**config.mk**
```make
export PLATFORM = sky130hd
export DESIGN_NAME = uart_echo_hex
export DESIGN_NICKNAME = d
export VERILOG_FILES = /design/src/rtl/uart_echo_pkg.sv /design/src/rtl/uart_rx_core.sv /design/src/rtl/uart_tx_core.sv /design/src/rtl/hex_seg_decoder.sv /design/src/rtl/uart_echo_hex.sv
export SDC_FILE = /design/constraint.sdc
export NUM_CORES = 1
export LEC_CHECK = 0
export BUFFER_PORTS_ARGS = -buffer_cell sky130_fd_sc_hd__buf_2
export CAP_MARGIN = 10
export CORE_ASPECT_RATIO = 0.8
export CORE_MARGIN = 3
export CORE_UTILIZATION = 45
export DETAILED_ROUTE_END_ITERATION = 10
export PLACE_DENSITY = 0.66
export SLEW_MARGIN = 10
export SYNTH_ARGS = -nofsm -noshare
export SYNTH_HDL_FRONTEND = slang
export SYNTH_HIERARCHICAL = 1
export SYNTH_SLANG_ARGS = --single-unit
```
**constraint.sdc**
```tcl
create_clock -name clk -period 5.3 [get_ports clk]
set_input_delay 0.53 -clock clk [delete_from_list [all_inputs] [get_ports clk]]
set_output_delay 0.53 -clock clk [all_outputs]
set_load 0.01 [all_outputs]
```
**src/rtl/uart_echo_pkg.sv**
```systemverilog
package uart_echo_pkg;

   typedef enum logic [1:0] {
      LN_IDLE,
      LN_START,
      LN_DATA,
      LN_STOP
   } line_state_e;

   // Clocks per bit, rounded to the nearest whole cycle
   function automatic int unsigned clocks_per_bit(input int unsigned clk_hz,
                                                  input int unsigned baud);
      return (clk_hz + baud / 2) / baud;
   endfunction

   // Active-high hexadecimal glyph, segment a on bit 0 .. g on bit 6
   function automatic logic [6:0] hex_glyph(input logic [3:0] nib);
      logic [6:0] g;
      case (nib)
         4'h0: g = 7'h3F;
         4'h1: g = 7'h06;
         4'h2: g = 7'h5B;
         4'h3: g = 7'h4F;
         4'h4: g = 7'h66;
         4'h5: g = 7'h6D;
         4'h6: g = 7'h7D;
         4'h7: g = 7'h07;
         4'h8: g = 7'h7F;
         4'h9: g = 7'h6F;
         4'hA: g = 7'h77;
         4'hB: g = 7'h7C;
         4'hC: g = 7'h39;
         4'hD: g = 7'h5E;
         4'hE: g = 7'h79;
         default: g = 7'h71;
      endcase
      return g;
   endfunction

endpackage

```
**src/rtl/uart_rx_core.sv**
```systemverilog
module uart_rx_core
   import uart_echo_pkg::*;
#(
   parameter int unsigned DATA_BITS   = 8,
   parameter int unsigned DIVISOR     = 434,
   parameter int unsigned CNT_W       = 12,
   parameter int unsigned SYNC_STAGES = 2
) (
   input  logic                 clk,
   input  logic                 rst_n,
   input  logic                 rx_i,
   output logic [DATA_BITS-1:0] data_o,
   output logic                 valid_o,
   output logic                 ferr_o
);

   localparam int unsigned BIT_W = $clog2(DATA_BITS);
   localparam int unsigned HALF  = DIVISOR / 2;
   localparam logic [CNT_W-1:0] CNT_LAST = CNT_W'(DIVISOR - 1);
   localparam logic [CNT_W-1:0] CNT_MID  = CNT_W'(HALF - 1);
   localparam logic [BIT_W-1:0] BIT_LAST = BIT_W'(DATA_BITS - 1);

   if (SYNC_STAGES < 2) begin : g_bad_sync
      $error("uart_rx_core: SYNC_STAGES must be at least 2");
   end

   logic [SYNC_STAGES-1:0] sync_q;
   logic                   rx_s;
   logic                   prev_q;
   line_state_e            st_q;
   logic [CNT_W-1:0]       cnt_q;
   logic [BIT_W-1:0]       bit_q;
   logic [DATA_BITS-1:0]   shreg_q;

   always_ff @(posedge clk or negedge rst_n) begin
      if (!rst_n) begin
         sync_q <= '1;
      end else begin
         sync_q <= {sync_q[SYNC_STAGES-2:0], rx_i};
      end
   end

   assign rx_s = sync_q[SYNC_STAGES-1];

   always_ff @(posedge clk or negedge rst_n) begin
      if (!rst_n) begin
         prev_q  <= 1'b1;
         st_q    <= LN_IDLE;
         cnt_q   <= '0;
         bit_q   <= '0;
         shreg_q <= '0;
         data_o  <= '0;
         valid_o <= 1'b0;
         ferr_o  <= 1'b0;
      end else begin
         prev_q  <= rx_s;
         valid_o <= 1'b0;
         ferr_o  <= 1'b0;
         case (st_q)
            LN_IDLE: begin
               cnt_q <= '0;
               if (prev_q && !rx_s) begin
                  st_q <= LN_START;
               end
            end
            LN_START: begin
               if (cnt_q == CNT_MID) begin
                  cnt_q <= '0;
                  bit_q <= '0;
                  st_q  <= rx_s ? LN_IDLE : LN_DATA;
               end else begin
                  cnt_q <= cnt_q + CNT_W'(1);
               end
            end
            LN_DATA: begin
               if (cnt_q == CNT_LAST) begin
                  cnt_q   <= '0;
                  shreg_q <= {rx_s, shreg_q[DATA_BITS-1:1]};
                  if (bit_q == BIT_LAST) begin
                     st_q <= LN_STOP;
                  end else begin
                     bit_q <= bit_q + BIT_W'(1);
                  end
               end else begin
                  cnt_q <= cnt_q + CNT_W'(1);
               end
            end
            default: begin
               if (cnt_q == CNT_LAST) begin
                  cnt_q <= '0;
                  st_q  <= LN_IDLE;
                  if (rx_s) begin
                     data_o  <= shreg_q;
                     valid_o <= 1'b1;
                  end else begin
                     ferr_o <= 1'b1;
                  end
               end else begin
                  cnt_q <= cnt_q + CNT_W'(1);
               end
            end
         endcase
      end
   end

endmodule

```
**src/rtl/uart_tx_core.sv**
```systemverilog
module uart_tx_core
   import uart_echo_pkg::*;
#(
   parameter int unsigned DATA_BITS = 8,
   parameter int unsigned DIVISOR   = 434,
   parameter int unsigned CNT_W     = 12
) (
   input  logic                 clk,
   input  logic                 rst_n,
   input  logic                 load_i,
   input  logic [DATA_BITS-1:0] data_i,
   output logic                 busy_o,
   output logic                 line_o
);

   localparam int unsigned BIT_W = $clog2(DATA_BITS);
   localparam logic [CNT_W-1:0] CNT_LAST = CNT_W'(DIVISOR - 1);
   localparam logic [BIT_W-1:0] BIT_LAST = BIT_W'(DATA_BITS - 1);

   line_state_e          st_q;
   logic [CNT_W-1:0]     cnt_q;
   logic [BIT_W-1:0]     bit_q;
   logic [DATA_BITS-1:0] shreg_q;

   assign busy_o = (st_q != LN_IDLE);

   always_ff @(posedge clk or negedge rst_n) begin
      if (!rst_n) begin
         st_q    <= LN_IDLE;
         cnt_q   <= '0;
         bit_q   <= '0;
         shreg_q <= '0;
         line_o  <= 1'b1;
      end else begin
         case (st_q)
            LN_IDLE: begin
               line_o <= 1'b1;
               cnt_q  <= '0;
               if (load_i) begin
                  shreg_q <= data_i;
                  line_o  <= 1'b0;
                  st_q    <= LN_START;
               end
            end
            LN_START: begin
               if (cnt_q == CNT_LAST) begin
                  cnt_q  <= '0;
                  bit_q  <= '0;
                  line_o <= shreg_q[0];
                  st_q   <= LN_DATA;
               end else begin
                  cnt_q <= cnt_q + CNT_W'(1);
               end
            end
            LN_DATA: begin
               if (cnt_q == CNT_LAST) begin
                  cnt_q <= '0;
                  if (bit_q == BIT_LAST) begin
                     line_o <= 1'b1;
                     st_q   <= LN_STOP;
                  end else begin
                     bit_q   <= bit_q + BIT_W'(1);
                     line_o  <= shreg_q[1];
                     shreg_q <= shreg_q >> 1;
                  end
               end else begin
                  cnt_q <= cnt_q + CNT_W'(1);
               end
            end
            default: begin
               if (cnt_q == CNT_LAST) begin
                  cnt_q <= '0;
                  st_q  <= LN_IDLE;
               end else begin
                  cnt_q <= cnt_q + CNT_W'(1);
               end
            end
         endcase
      end
   end

endmodule

```
**src/rtl/hex_seg_decoder.sv**
```systemverilog
module hex_seg_decoder
   import uart_echo_pkg::*;
#(
   parameter int unsigned DIGITS     = 2,
   parameter bit          ACTIVE_LOW = 1'b0
) (
   input  logic [4*DIGITS-1:0] value_i,
   output logic [7*DIGITS-1:0] seg_o
);

   for (genvar d = 0; d < DIGITS; d++) begin : g_digit
      logic [6:0] glyph;
      assign glyph = hex_glyph(value_i[4*d +: 4]);
      if (ACTIVE_LOW) begin : g_low
         assign seg_o[7*d +: 7] = ~glyph;
      end else begin : g_high
         assign seg_o[7*d +: 7] = glyph;
      end
   end

endmodule

```
**src/rtl/uart_echo_hex.sv**
```systemverilog
module uart_echo_hex
   import uart_echo_pkg::*;
#(
   parameter int unsigned CLK_HZ      = 50_000_000,
   parameter int unsigned BAUD        = 115_200,
   parameter int unsigned CNT_W       = 12,
   parameter int unsigned SYNC_STAGES = 2,
   parameter bit          SEG_ACT_LOW = 1'b0
) (
   input  logic       clk,
   input  logic       rst_n,
   input  logic       rx_in,
   input  logic       echo_en,
   output logic       tx_out,
   output logic [7:0] led_o,
   output logic [6:0] seg_hi_o,
   output logic [6:0] seg_lo_o,
   output logic       byte_valid_o,
   output logic       frame_err_o
);

   localparam int unsigned DATA_BITS = 8;
   localparam int unsigned DIGITS    = DATA_BITS / 4;
   localparam int unsigned DIVISOR   = clocks_per_bit(CLK_HZ, BAUD);

   if (DIVISOR < 4) begin : g_bad_div_lo
      $error("uart_echo_hex: bit period below 4 clocks");
   end
   if (DIVISOR >= (1 << CNT_W)) begin : g_bad_div_hi
      $error("uart_echo_hex: bit period does not fit the tick counter");
   end

   logic [DATA_BITS-1:0] rx_data;
   logic                 rx_vld;
   logic                 rx_ferr;
   logic [DATA_BITS-1:0] disp_q;
   logic                 vld_q;
   logic                 ferr_q;
   logic                 pend_v_q;
   logic [DATA_BITS-1:0] pend_d_q;
   logic                 tx_busy;
   logic                 tx_line;
   logic                 tx_load;
   logic                 echo_push;
   logic [7*DIGITS-1:0]  seg_all;

   uart_rx_core #(
      .DATA_BITS   (DATA_BITS),
      .DIVISOR     (DIVISOR),
      .CNT_W       (CNT_W),
      .SYNC_STAGES (SYNC_STAGES)
   ) u_rx (
      .clk     (clk),
      .rst_n   (rst_n),
      .rx_i    (rx_in),
      .data_o  (rx_data),
      .valid_o (rx_vld),
      .ferr_o  (rx_ferr)
   );

   // Display register and event strobes
   always_ff @(posedge clk or negedge rst_n) begin
      if (!rst_n) begin
         disp_q <= '0;
         vld_q  <= 1'b0;
         ferr_q <= 1'b0;
      end else begin
         vld_q  <= rx_vld;
         ferr_q <= rx_ferr;
         if (rx_vld) begin
            disp_q <= rx_data;
         end
      end
   end

   // One-entry holding register in front of the transmitter
   assign echo_push = rx_vld && echo_en;
   assign tx_load   = pend_v_q && !tx_busy;

   always_ff @(posedge clk or negedge rst_n) begin
      if (!rst_n) begin
         pend_v_q <= 1'b0;
         pend_d_q <= '0;
      end else begin
         if (echo_push) begin
            pend_v_q <= 1'b1;
            pend_d_q <= rx_data;
         end else if (tx_load) begin
            pend_v_q <= 1'b0;
         end
      end
   end

   uart_tx_core #(
      .DATA_BITS (DATA_BITS),
      .DIVISOR   (DIVISOR),
      .CNT_W     (CNT_W)
   ) u_tx (
      .clk    (clk),
      .rst_n  (rst_n),
      .load_i (tx_load),
      .data_i (pend_d_q),
      .busy_o (tx_busy),
      .line_o (tx_line)
   );

   hex_seg_decoder #(
      .DIGITS     (DIGITS),
      .ACTIVE_LOW (SEG_ACT_LOW)
   ) u_hex (
      .value_i (disp_q),
      .seg_o   (seg_all)
   );

   assign tx_out       = echo_en ? tx_line : 1'b0;
   assign led_o        = disp_q;
   assign seg_lo_o     = seg_all[6:0];
   assign seg_hi_o     = seg_all[13:7];
   assign byte_valid_o = vld_q;
   assign frame_err_o  = ferr_q;

endmodule

```
==> results of run 1 <==
## registers in the layout (all words and copies together), names as in the netlist, 2 cells and up
signal / flops
u_tx/shreg_q: 8
u_rx/sync_q: 2
u_rx/data_o: 8
u_tx/bit_q: 3
u_tx/st_q: 2
u_rx/st_q: 2
led_o: 8
u_rx/cnt_q: 12
u_tx/cnt_q: 12
pend_d_q: 8
u_rx/shreg_q: 8
u_rx/bit_q: 3
## Yosys cell counts, types with 8 or more instances
master,number,area [um^2]
dfrtp_1,79,1980
nor2_1,36,135
ha_1,27,338
inv_1,27,101
mux2_2,19,214
nand2_1,19,71.3
xnor2_1,18,158
nor3_1,17,85.1
mux2_4,16,240
nand3_1,14,70.1
a21oi_1,11,55.1
o22ai_1,11,68.8
nor4_1,9,56.3
nand2b_1,8,50.1
## cell usage in the layout (no fill, tap or decap), drive strengths merged, types with 14 or more instances in the layout
cell type	instances
dfrtp	79
nor2	36
mux2	35
buf	28
inv	27
ha	27
nand2	20
xnor2	18
nor3	17
clkbuf	15
nand3	14
## report_power, final
group	internal (mW)	leakage (nW)	total (mW)	switching [mW]
Combinational	0.0406	1.03	0.0952	0.0547
Sequential	0.662	1.11	0.714	0.0514
Clock	0.417	0.156	0.644	0.228
Total	1.12	2.30	1.45	0.334
## final timing paths
| check | start | to | slack, ns | cells after the start |
|---|---|---|---|---|
| max | u_rx/cnt_q[0]$_DFF_PN0_ | u_rx/cnt_q[2]$_DFF_PN0_ | 2.82 | 6 |
| min | rx_in | u_rx/sync_q[0]$_DFF_PN1_ | 0.30 | 1 |
| max reg2reg | u_rx/cnt_q[0]$_DFF_PN0_ | u_rx/cnt_q[2]$_DFF_PN0_ | 2.82 | 6 |
| min reg2reg | u_rx/ferr_o$_DFF_PN0_ | frame_err_o$_DFF_PN0_ | 0.35 | 0 |
| max in group asynchronous | rst_n | u_rx/cnt_q[6]$_DFF_PN0_ | 4.29 | 1 |
| min in group asynchronous | rst_n | u_rx/cnt_q[4]$_DFF_PN0_ | 0.36 | 1 |
## worst max-delay path: cells and delay by family, from the launching register on
family,cells,cell delay [ns]
AO/OA/AOI/OAI,1,0.48
adder cells (fa/ha/maj),1,0.13
buffers and inverters,1,0.08
flip-flops,1,0.43
AND/OR/NAND/NOR,3,1.19
## cells by family (layout without fill, tap and decap cells)
| logic type | after synthesis | count (layout) | synth area share, % |
|---|---|---|---|
| DFF | 83 | 83 | 47.0 |
| and+or+nand+nor | 134 | 134 | 16.9 |
| muxes | 38 | 38 | 10.9 |
| xor gates and xnor gates | 21 | 21 | 4.15 |
| adders and majority gates | 27 | 27 | 7.63 |
| AOI/OAI and AO/OA | 56 | 56 | 8.73 |
| buffers and inverters | 42 | 71 | 4.61 |
## cell type report
cell class                      count  share of cell area (%)
Sequential cell                    83                    42.2
Clock buffer                       15                    5.84
Clock inverter                      1                   0.609
Tap cell                          115                    2.92
Multi-Input combinational cell    276                    43.5
Timing Repair Buffer               28                    2.89
Inverter                           27                    2.06
## per-layer routing
metal  part of all wire [%]  up-vias
li1                       -     1473
met1                     50     1460
met2                     46       49
met3                    3.4        6
met4                   0.70        0
met5                      0        -
==> flow_summary.json, run 1 <==
{
  "nets": 456,
  "power.density_nw_per_um2": 295,
  "synth_area_um2": 4430,
  "cts_buffer_depth": 2,
  "numCtsBuffers": 9,
  "critPathMaxFanout": 12,
  "dpl.cell_count": 529,
  "postCtsHoldBufs": 0,
  "hp-class": "input pin to flip-flop",
  "tns_ns": 0,
  "die_area_um2": 11100,
  "io_pins": 29,
  "worst_pin_slew_ns": 0.995,
  "finalHoldWorstSlack_ns": 0.297,
  "worstSetupStartpointType": "flip-flop",
  "use_met2_pct": 23.2,
  "syn_nets": 432,
  "dieWidth_um": 117,
  "vias_per_cell": 5.48,
  "finalHoldViolations": 0,
  "async_reset_ff_share_pct": 100,
  "fin_crit_ns": 2.48,
  "worstSetupPathType": "flip-flop to flip-flop",
  "fmax_mhz": 403,
  "synth-edff-count": 0,
  "start_util_pct": 47.6,
  "core-area_um2": 9310,
  "cp.required_ns": 5.47,
  "ir_drop_mv": 0.201,
  "cp_slowest_cell": "nor4_1",
  "grt_max_degree": 84,
  "cp.arrival_ns": 2.65,
  "ys.flop_type": "dfrtp_1",
  "multiInputGateArea_um2": 2140,
  "end_kind": "flip-flop",
  "io_buffers": 28,
  "yosysWarnings": 6,
  "grt-ovfl-total": 0,
  "fp-row-count": 31,
  "wl_per_cell_um": 14.5,
  "area_growth_pct": 11.3,
  "seq_area_frac_synth_pct": 47.0,
  "fillers": 818,
  "regArea_um2": 2080,
  "clockRootBuffer": "clkbuf_16",
  "route.vias.total": 2988,
  "rsz0062_at_grt": "no",
  "fin_skew_ns": 0.00532,
  "drcViolationCount": 0,
  "gp_congestion": 0.812,
  "leakage_nw": 2.30,
  "wl_um": 7910,
  "top_usage_layer": "met2",
  "cpPeakStageDelay_ns": 0.55,
  "antenna_found_initial": 0,
  "grt_pass1_vias": 2914,
  "maxSlewHeadroom_pct": 33.6,
  "setup_viol": 0,
  "fin_cells": 545,
  "synth.avg_cell_area_um2": 11.0,
  "drt_pass1_iterations": 5,
  "ant_nets": 0,
  "met3_usage_pct": 4.48,
  "max-cap-violations": 0,
  "met1_usage_pct": 22.2,
  "cts.clk_slew.worst_paths_ns": 0.06,
  "cts_setup_buffers": 0,
  "n_antenna_cell": 0,
  "outcome": "finished clean",
  "crit_chain": "inv_1, ha_1, or4bb_1, nor4_1, o21bai_1, nor3_1",
  "timing.final.crit_share_pct": 46.8,
  "cts-resized-gates": 0,
  "cts_tree": "done",
  "grt_use_total_pct": 15.6,
  "ctsHtreeMaxLevel": 3,
  "final_area_um2": 4930,
  "setup_ws_ns": 2.82,
  "cts_sinks": 83,
  "clock_latency_ns": 0.33,
  "grt_pass1_wl_um": 13800,
  "p_total_mw": 1.45,
  "dpl.hpwl_um": 5510,
  "die_h_um": 94.7,
  "place_ws_ns": 2.85,
  "placed_area_um2": 4610,
  "drive_gt1_share_pct": 20.7,
  "final_util_pct": 53.0,
  "ys_ff_latch": 83,
  "initialDrtViolationCount": 147,
  "synth_cell_type_count": 58,
  "slew_violations": 0,
  "syn_inst": 401
}
(Power assumes the default switching activity.)
==> run 2, diff against run 1 <==
- ABC_AREA: default -> 1
- clock period: 5.3 -> 2.43 ns (I/O delays scaled with it)
==> flow_summary.json, run 2 <==
{
  "outcome": "finished clean",
  "switchingPower_mw": 0.909,
  "yosysWarnings": 6,
  "power_frac_comb_pct": 13.1,
  "cts_sinks": 83,
  "reg2reg_slack_ns": 0.45,
  "postCtsHoldBufs": 2,
  "rsz0062_at_grt": "no",
  "drt_pass1_iterations": 4,
  "final_cell_mix": "nand2_1 (202), dfrtp_1 (79), inv_1 (63)",
  "async_reset_ff_share_pct": 100,
  "max-cap-violations": 0,
  "grt_use_total_pct": 15.6,
  "hold_depth": 3,
  "cp_slowest_cell": "dfrtp_1",
  "grt_max_degree": 43,
  "numCtsBuffers": 9,
  "cts_setup_buffers": 0,
  "clockRootBuffer": "clkbuf_16",
  "synth_area_leaders": "dfrtp_1 (42%), nand2_1 (16%), ha_1 (7.2%)",
  "cp.required_ns": 2.65,
  "final_area_um2": 5210,
  "placed_area_um2": 4870,
  "setup_viol": 0,
  "fin_crit_ns": 1.98,
  "cpPeakStageDelay_ns": 0.42,
  "r2r_start": "u_tx/st_q[1]$_DFFE_PN0P_",
  "cts_tree": "done",
  "grt-ovfl-total": 0,
  "ir_drop_mv": 0.561,
  "grt_pass1_vias": 3345,
  "finalHoldViolations": 0,
  "internal_power_mw": 2.52,
  "top_regs": "u_rx/cnt_q (12), u_tx/cnt_q (12)",
  "synth.avg_cell_area_um2": 8.22,
  "route.vias.total": 3548,
  "synth_area_um2": 4670,
  "clock_latency_ns": 0.33,
  "syn_inst": 568,
  "critPathMaxFanout": 9,
  "start_util_pct": 47.2,
  "ys_ff_latch": 83,
  "drive_gt1_share_pct": 17.3,
  "cts.clk_slew.worst_paths_ns": 0.06,
  "grt_pass1_wl_um": 15200,
  "area_growth_pct": 11.5,
  "rr_endpoint": "u_tx/shreg_q[1]$_DFFE_PN0P_",
  "maxSlewHeadroom_pct": 57.9,
  "wl_per_cell_um": 11.2,
  "synth.most_common_cell": "nand2_1",
  "initialDrtViolationCount": 320,
  "syn_nets": 599,
  "fillers": 957,
  "synth-edff-count": 0,
  "cts_buffer_depth": 2,
  "nets": 633,
  "crit_chain": "inv_1, ha_1, inv_1, nor2_1, inv_1, a21oi_4, nand3_4, nand2_1, nand2_1",
  "crit_family": "simple AND/OR/NAND/NOR gates",
  "multiInputGateArea_um2": 2180,
  "cp.arrival_ns": 2.20,
  "ff2ff_path_depth": 9,
  "synth_cell_type_count": 39,
  "wl_um": 8350,
  "ant_nets": 0,
  "final_util_pct": 52.7,
  "seq_area_frac_synth_pct": 44.6,
  "cts-resized-gates": 0,
  "worstSetupStartpointType": "flip-flop",
  "die_h_um": 97.1,
  "die_area_um2": 11600,
  "clockPowerShare_pct": 40.7,
  "vias_per_cell": 4.78,
  "p_total_mw": 3.43,
  "final_common_cell": "nand2_1",
  "io_pins": 29,
  "tns_ns": 0,
  "crit_path_start": "u_tx/st_q[1]$_DFFE_PN0P_",
  "crit_top_cell": "inv_1",
  "gp_congestion": 0.842,
  "fmax_mhz": 506,
  "end_kind": "flip-flop",
  "swShare_pct": 26.5,
  "antenna_found_initial": 0,
  "fin_skew_ns": 0.00588,
  "regArea_um2": 2080,
  "cp_num_buf_inv": 3,
  "timing.final.crit_share_pct": 81.3,
  "n_antenna_cell": 0,
  "slew_violations": 0,
  "drcViolationCount": 0,
  "fp-row-count": 32,
  "synth.top_cell.area_share_pct": 42.3,
  "path_depth": 9,
  "ys.flop_type": "dfrtp_1",
  "dieWidth_um": 120,
  "core-area_um2": 9890,
  "worst_pin_slew_ns": 0.631,
  "io_buffers": 28,
  "dpl.hpwl_um": 6160,
  "yosys-top-cells-count": "nand2_1 (202), dfrtp_1 (79), inv_1 (63), nor2_1 (36), ha_1 (27)",
  "power.density_nw_per_um2": 658,
  "hp-class": "input pin to flip-flop",
  "ctsHtreeMaxLevel": 3,
  "pwr-share-seq_pct": 46.3,
  "worstSetupPathType": "flip-flop to flip-flop",
  "yosysTopAreaCell": "dfrtp_1",
  "leakage_nw": 2.59,
  "critPathCapture": "u_tx/shreg_q[1]$_DFFE_PN0P_"
}
[run 2: cell count changes in the layout (fill, tap and decap cells not counted), sizes merged, moves of 11 or more]
cell / change
nand3: +17
o21ai: +33
xnor2: -16
nor4: -11
nand2: +200
inv: +43
mux2: -35
[run 2: layout make-up]
class / count / area share, %
inverters: 71 / 5.21
clock buffers: 12 / 5.12
multi-input cells: 403 / 41.8
well taps: 136 / 3.27
flip-flops and latches: 83 / 40.0
clock inverters: 4 / 0.913
repair buffers: 34 / 3.70
[run 2: worst min path at each step]
stage | startpoint | to | slack (ns)
finish | echo_en | pend_d_q[1]$_DFFE_PN0P_ | 0.25
global route | echo_en | pend_d_q[1]$_DFFE_PN0P_ | 0.24
CTS | echo_en | pend_d_q[1]$_DFFE_PN0P_ | 0.24
detailed placement | rst_n | u_tx/shreg_q[0]$_DFFE_PN0P_ | 0.26
global placement | rst_n | u_tx/shreg_q[0]$_DFFE_PN0P_ | 0.26
floorplan | rst_n | byte_valid_o$_DFF_PN0_ | -0.05
[run 2: power by group through the flow]
stage | combinational [mW] | sequential (mW) | clock (mW)
after global routing | 0.518 | 1.60 | 1.50
after global placement | 0.430 | 1.60 | 0
after CTS | 0.457 | 1.59 | 1.44
final | 0.448 | 1.59 | 1.39
after floorplan | 0.354 | 1.59 | 0
after detailed placement | 0.450 | 1.61 | 0
[run 2: through the flow]
| stage | hold WS, ns | cells | setup WS (ns) |
|---|---|---|---|
| floorplan | -0.0526 | 568 | 0.758 |
| global placement | 0.259 | 725 | 0.612 |
| detailed placement | 0.263 | 725 | 0.499 |
| CTS | 0.236 | 743 | 0.449 |
| global route | 0.240 | 743 | 0.250 |
| finish | 0.250 | 743 | 0.454 |
[run 2: logic make-up after synthesis]
family / count (synthesis) / share of synthesized area (%)
buf+inv: 82 / 8.79
flops: 83 / 44.6
xor+xnor: 6 / 1.13
simple gates: 319 / 31.6
fa+ha+maj: 27 / 7.23
compound gates: 51 / 6.67
[run 2: tightest hold or removal path, stage by stage]
cell	delay (ns)
buf_2	0.17
nand3_2	0.08
nand2_1	0.05
[run 2: routing by layer]
metal  vias to the layer above  global-route usage, %  wire [um]
met5                         -                      0          0
met4                         0                   3.79         82
met3                         8                   4.13        332
met2                        49                   24.0       3690
met1                      1640                   22.1       4250
li1                       1851                      -          -
==> run 3, diff against run 2 <==
- ABC_AREA: 1 -> 0
- PLACE_DENSITY: 0.66 -> 0.69
- clock period: 2.43 -> 1.6 ns (I/O delays scaled with it)
==> flow_summary.json, run 3 (same netlist as run 1, synthesis figures left out) <==
{
  "outcome": "complete, but fails checks",
  "violations": "negative setup slack",
  "grt-ovfl-total": 0,
  "crit_path_start": "u_rx/cnt_q[1]$_DFF_PN0_",
  "slew_violations": 0,
  "start_util_pct": 47.6,
  "cts_buffer_depth": 2,
  "ant_nets": 0,
  "vias_per_cell": 5.62,
  "maxSlewHeadroom_pct": 65.2,
  "end_kind": "flip-flop",
  "top_usage_layer": "met2",
  "ff2ff_path_depth": 7,
  "setup_viol": 74,
  "dpl.hpwl_um": 6850,
  "initialDrtViolationCount": 221,
  "worstSetupStartpointType": "flip-flop",
  "top_regs": "u_rx/cnt_q (12), u_tx/cnt_q (12)",
  "leakage_nw": 2.93,
  "gp_congestion": 0.815,
  "drcViolationCount": 0,
  "fin_cells": 641,
  "rr_endpoint": "u_rx/shreg_q[3]$_DFFE_PN0P_",
  "wl_um": 11700,
  "hp-class": "input pin to flip-flop",
  "fin_skew_ns": 0.00992,
  "numCtsBuffers": 9,
  "fmax_mhz": 473,
  "cts_tree": "done",
  "cts.clk_slew.worst_paths_ns": 0.06,
  "fin_crit_ns": 2.12,
  "nets": 552,
  "dpl.cell_count": 594,
  "die_area_um2": 11100,
  "dieWidth_um": 117,
  "grt_use_total_pct": 21.4,
  "crit_chain": "inv_2, ha_4, or4bb_4, nor4_4, buf_4, nand3b_4, mux2_2",
  "met3_usage_pct": 5.32,
  "cp.arrival_ns": 2.33,
  "worstSetupPathType": "flip-flop to flip-flop",
  "drive_gt1_share_pct": 50.0,
  "cts_sinks": 83,
  "ir_drop_mv": 1.06,
  "antenna_found_initial": 0,
  "critPathMaxFanout": 8,
  "io_buffers": 28,
  "area_growth_pct": 42.8,
  "rsz0062_at_grt": "yes",
  "wl_per_cell_um": 18.3,
  "tns_ns": -28.63,
  "cp_slowest_cell": "or4bb_4",
  "final_cell_mix": "dfrtp_1 (75), buf_4 (73), nor2_1 (35)",
  "grt_pass1_wl_um": 18300,
  "grt_max_degree": 32,
  "max-cap-violations": 0,
  "setup_ws_ns": -0.515,
  "drt_pass1_iterations": 5,
  "power.density_nw_per_um2": 790,
  "io_pins": 29,
  "cpPeakStageDelay_ns": 0.48,
  "clockRootBuffer": "clkbuf_16",
  "core-area_um2": 9310,
  "worst_pin_slew_ns": 0.522,
  "timing.final.crit_share_pct": 132,
  "finalHoldWorstSlack_ns": 0.202,
  "clock_latency_ns": 0.34,
  "ctsHtreeMaxLevel": 3,
  "reg2reg_slack_ns": -0.52,
  "grt_pass1_vias": 3584,
  "critPathCapture": "u_rx/shreg_q[3]$_DFFE_PN0P_",
  "placed_area_um2": 5230,
  "route.vias.total": 3603,
  "final_area_um2": 6320,
  "fp-row-count": 31,
  "final_common_cell": "dfrtp_1",
  "use_met2_pct": 33.9,
  "cp.required_ns": 1.82,
  "n_antenna_cell": 0,
  "final_util_pct": 67.9,
  "die_h_um": 94.7,
  "finalHoldViolations": 0,
  "r2r_start": "u_rx/cnt_q[1]$_DFF_PN0_",
  "met1_usage_pct": 29.9
}
[run 3: cell types whose count changed in the layout (fill, tap and decap cells not counted), sizes merged, moves of 10 or more]
cell,before,now
nand2,220,21
buf,32,119
inv,70,28
mux2,0,35
o21ai,36,3
nand3,31,14
xnor2,2,18
nor4,0,11
nor2,46,36
o22ai,1,11
[run 3: stage by stage]
stage	worst slack, ns	power, mW
final	-0.515	5.00
after global routing	-0.593	5.19
after CTS	-0.515	4.95
after detailed placement	-0.508	2.89
after global placement	-0.443	2.86
after floorplan	-0.568	2.61
[run 3: critical path, delay by kind of cell (launching register included)]
family,cells,cell delay (ns)
buffers and inverters,2,0.31
AND/OR/NAND/NOR,3,0.87
adder cells (fa/ha/maj),1,0.11
flip-flops,1,0.39
multiplexers,1,0.32
[run 3: worst min path at each step]
stage / startpoint / to / slack, ns / depth (start not counted)
final: echo_en / pend_v_q$_DFFE_PN0P_ / 0.20 / 3
after global routing: echo_en / pend_v_q$_DFFE_PN0P_ / 0.21 / 3
after CTS: echo_en / pend_v_q$_DFFE_PN0P_ / 0.18 / 3
after detailed placement: rst_n / u_tx/bit_q[2]$_DFFE_PN0P_ / 0.14 / 1
after global placement: rst_n / u_tx/bit_q[2]$_DFFE_PN0P_ / 0.13 / 1
after floorplan: rst_n / byte_valid_o$_DFF_PN0_ / -0.14 / 0
[run 3: where the power goes]
group	total, mW	switching [mW]	internal (mW)	leakage (nW)
sequential	2.27	0.0738	2.19	1.11
combinational	0.765	0.439	0.326	1.68
clock	1.96	0.859	1.11	0.137
[run 3: final cells by class]
type | count | area, um^2
Clock buffer | 10 | 239
Clock inverter | 6 | 48.8
Fill cell | 643 | 2990
Inverter | 27 | 109
Multi-Input combinational cell | 278 | 2720
Sequential cell | 83 | 2090
Tap cell | 115 | 144
Timing Repair Buffer | 122 | 978
[run 3: what timing repair did]
| item | 4_1_cts | 5_1_grt |
|---|---|---|
| hold buffers | 2 | 0 |
| resized for setup | 79 | 32 |
| pin swaps | 26 | 22 |
| endpoints found under the setup margin | 74 | 74 |
| buffers inserted | 22 | 7 |
| endpoints found under the hold margin | 28 | 0 |
| cloned | 3 | 0 |
[run 3: metal layers]
metal	vias up	part of all wire, %
met5	-	0
met4	0	2.0
met3	17	3.9
met2	91	49
met1	1822	45
li1	1673	-
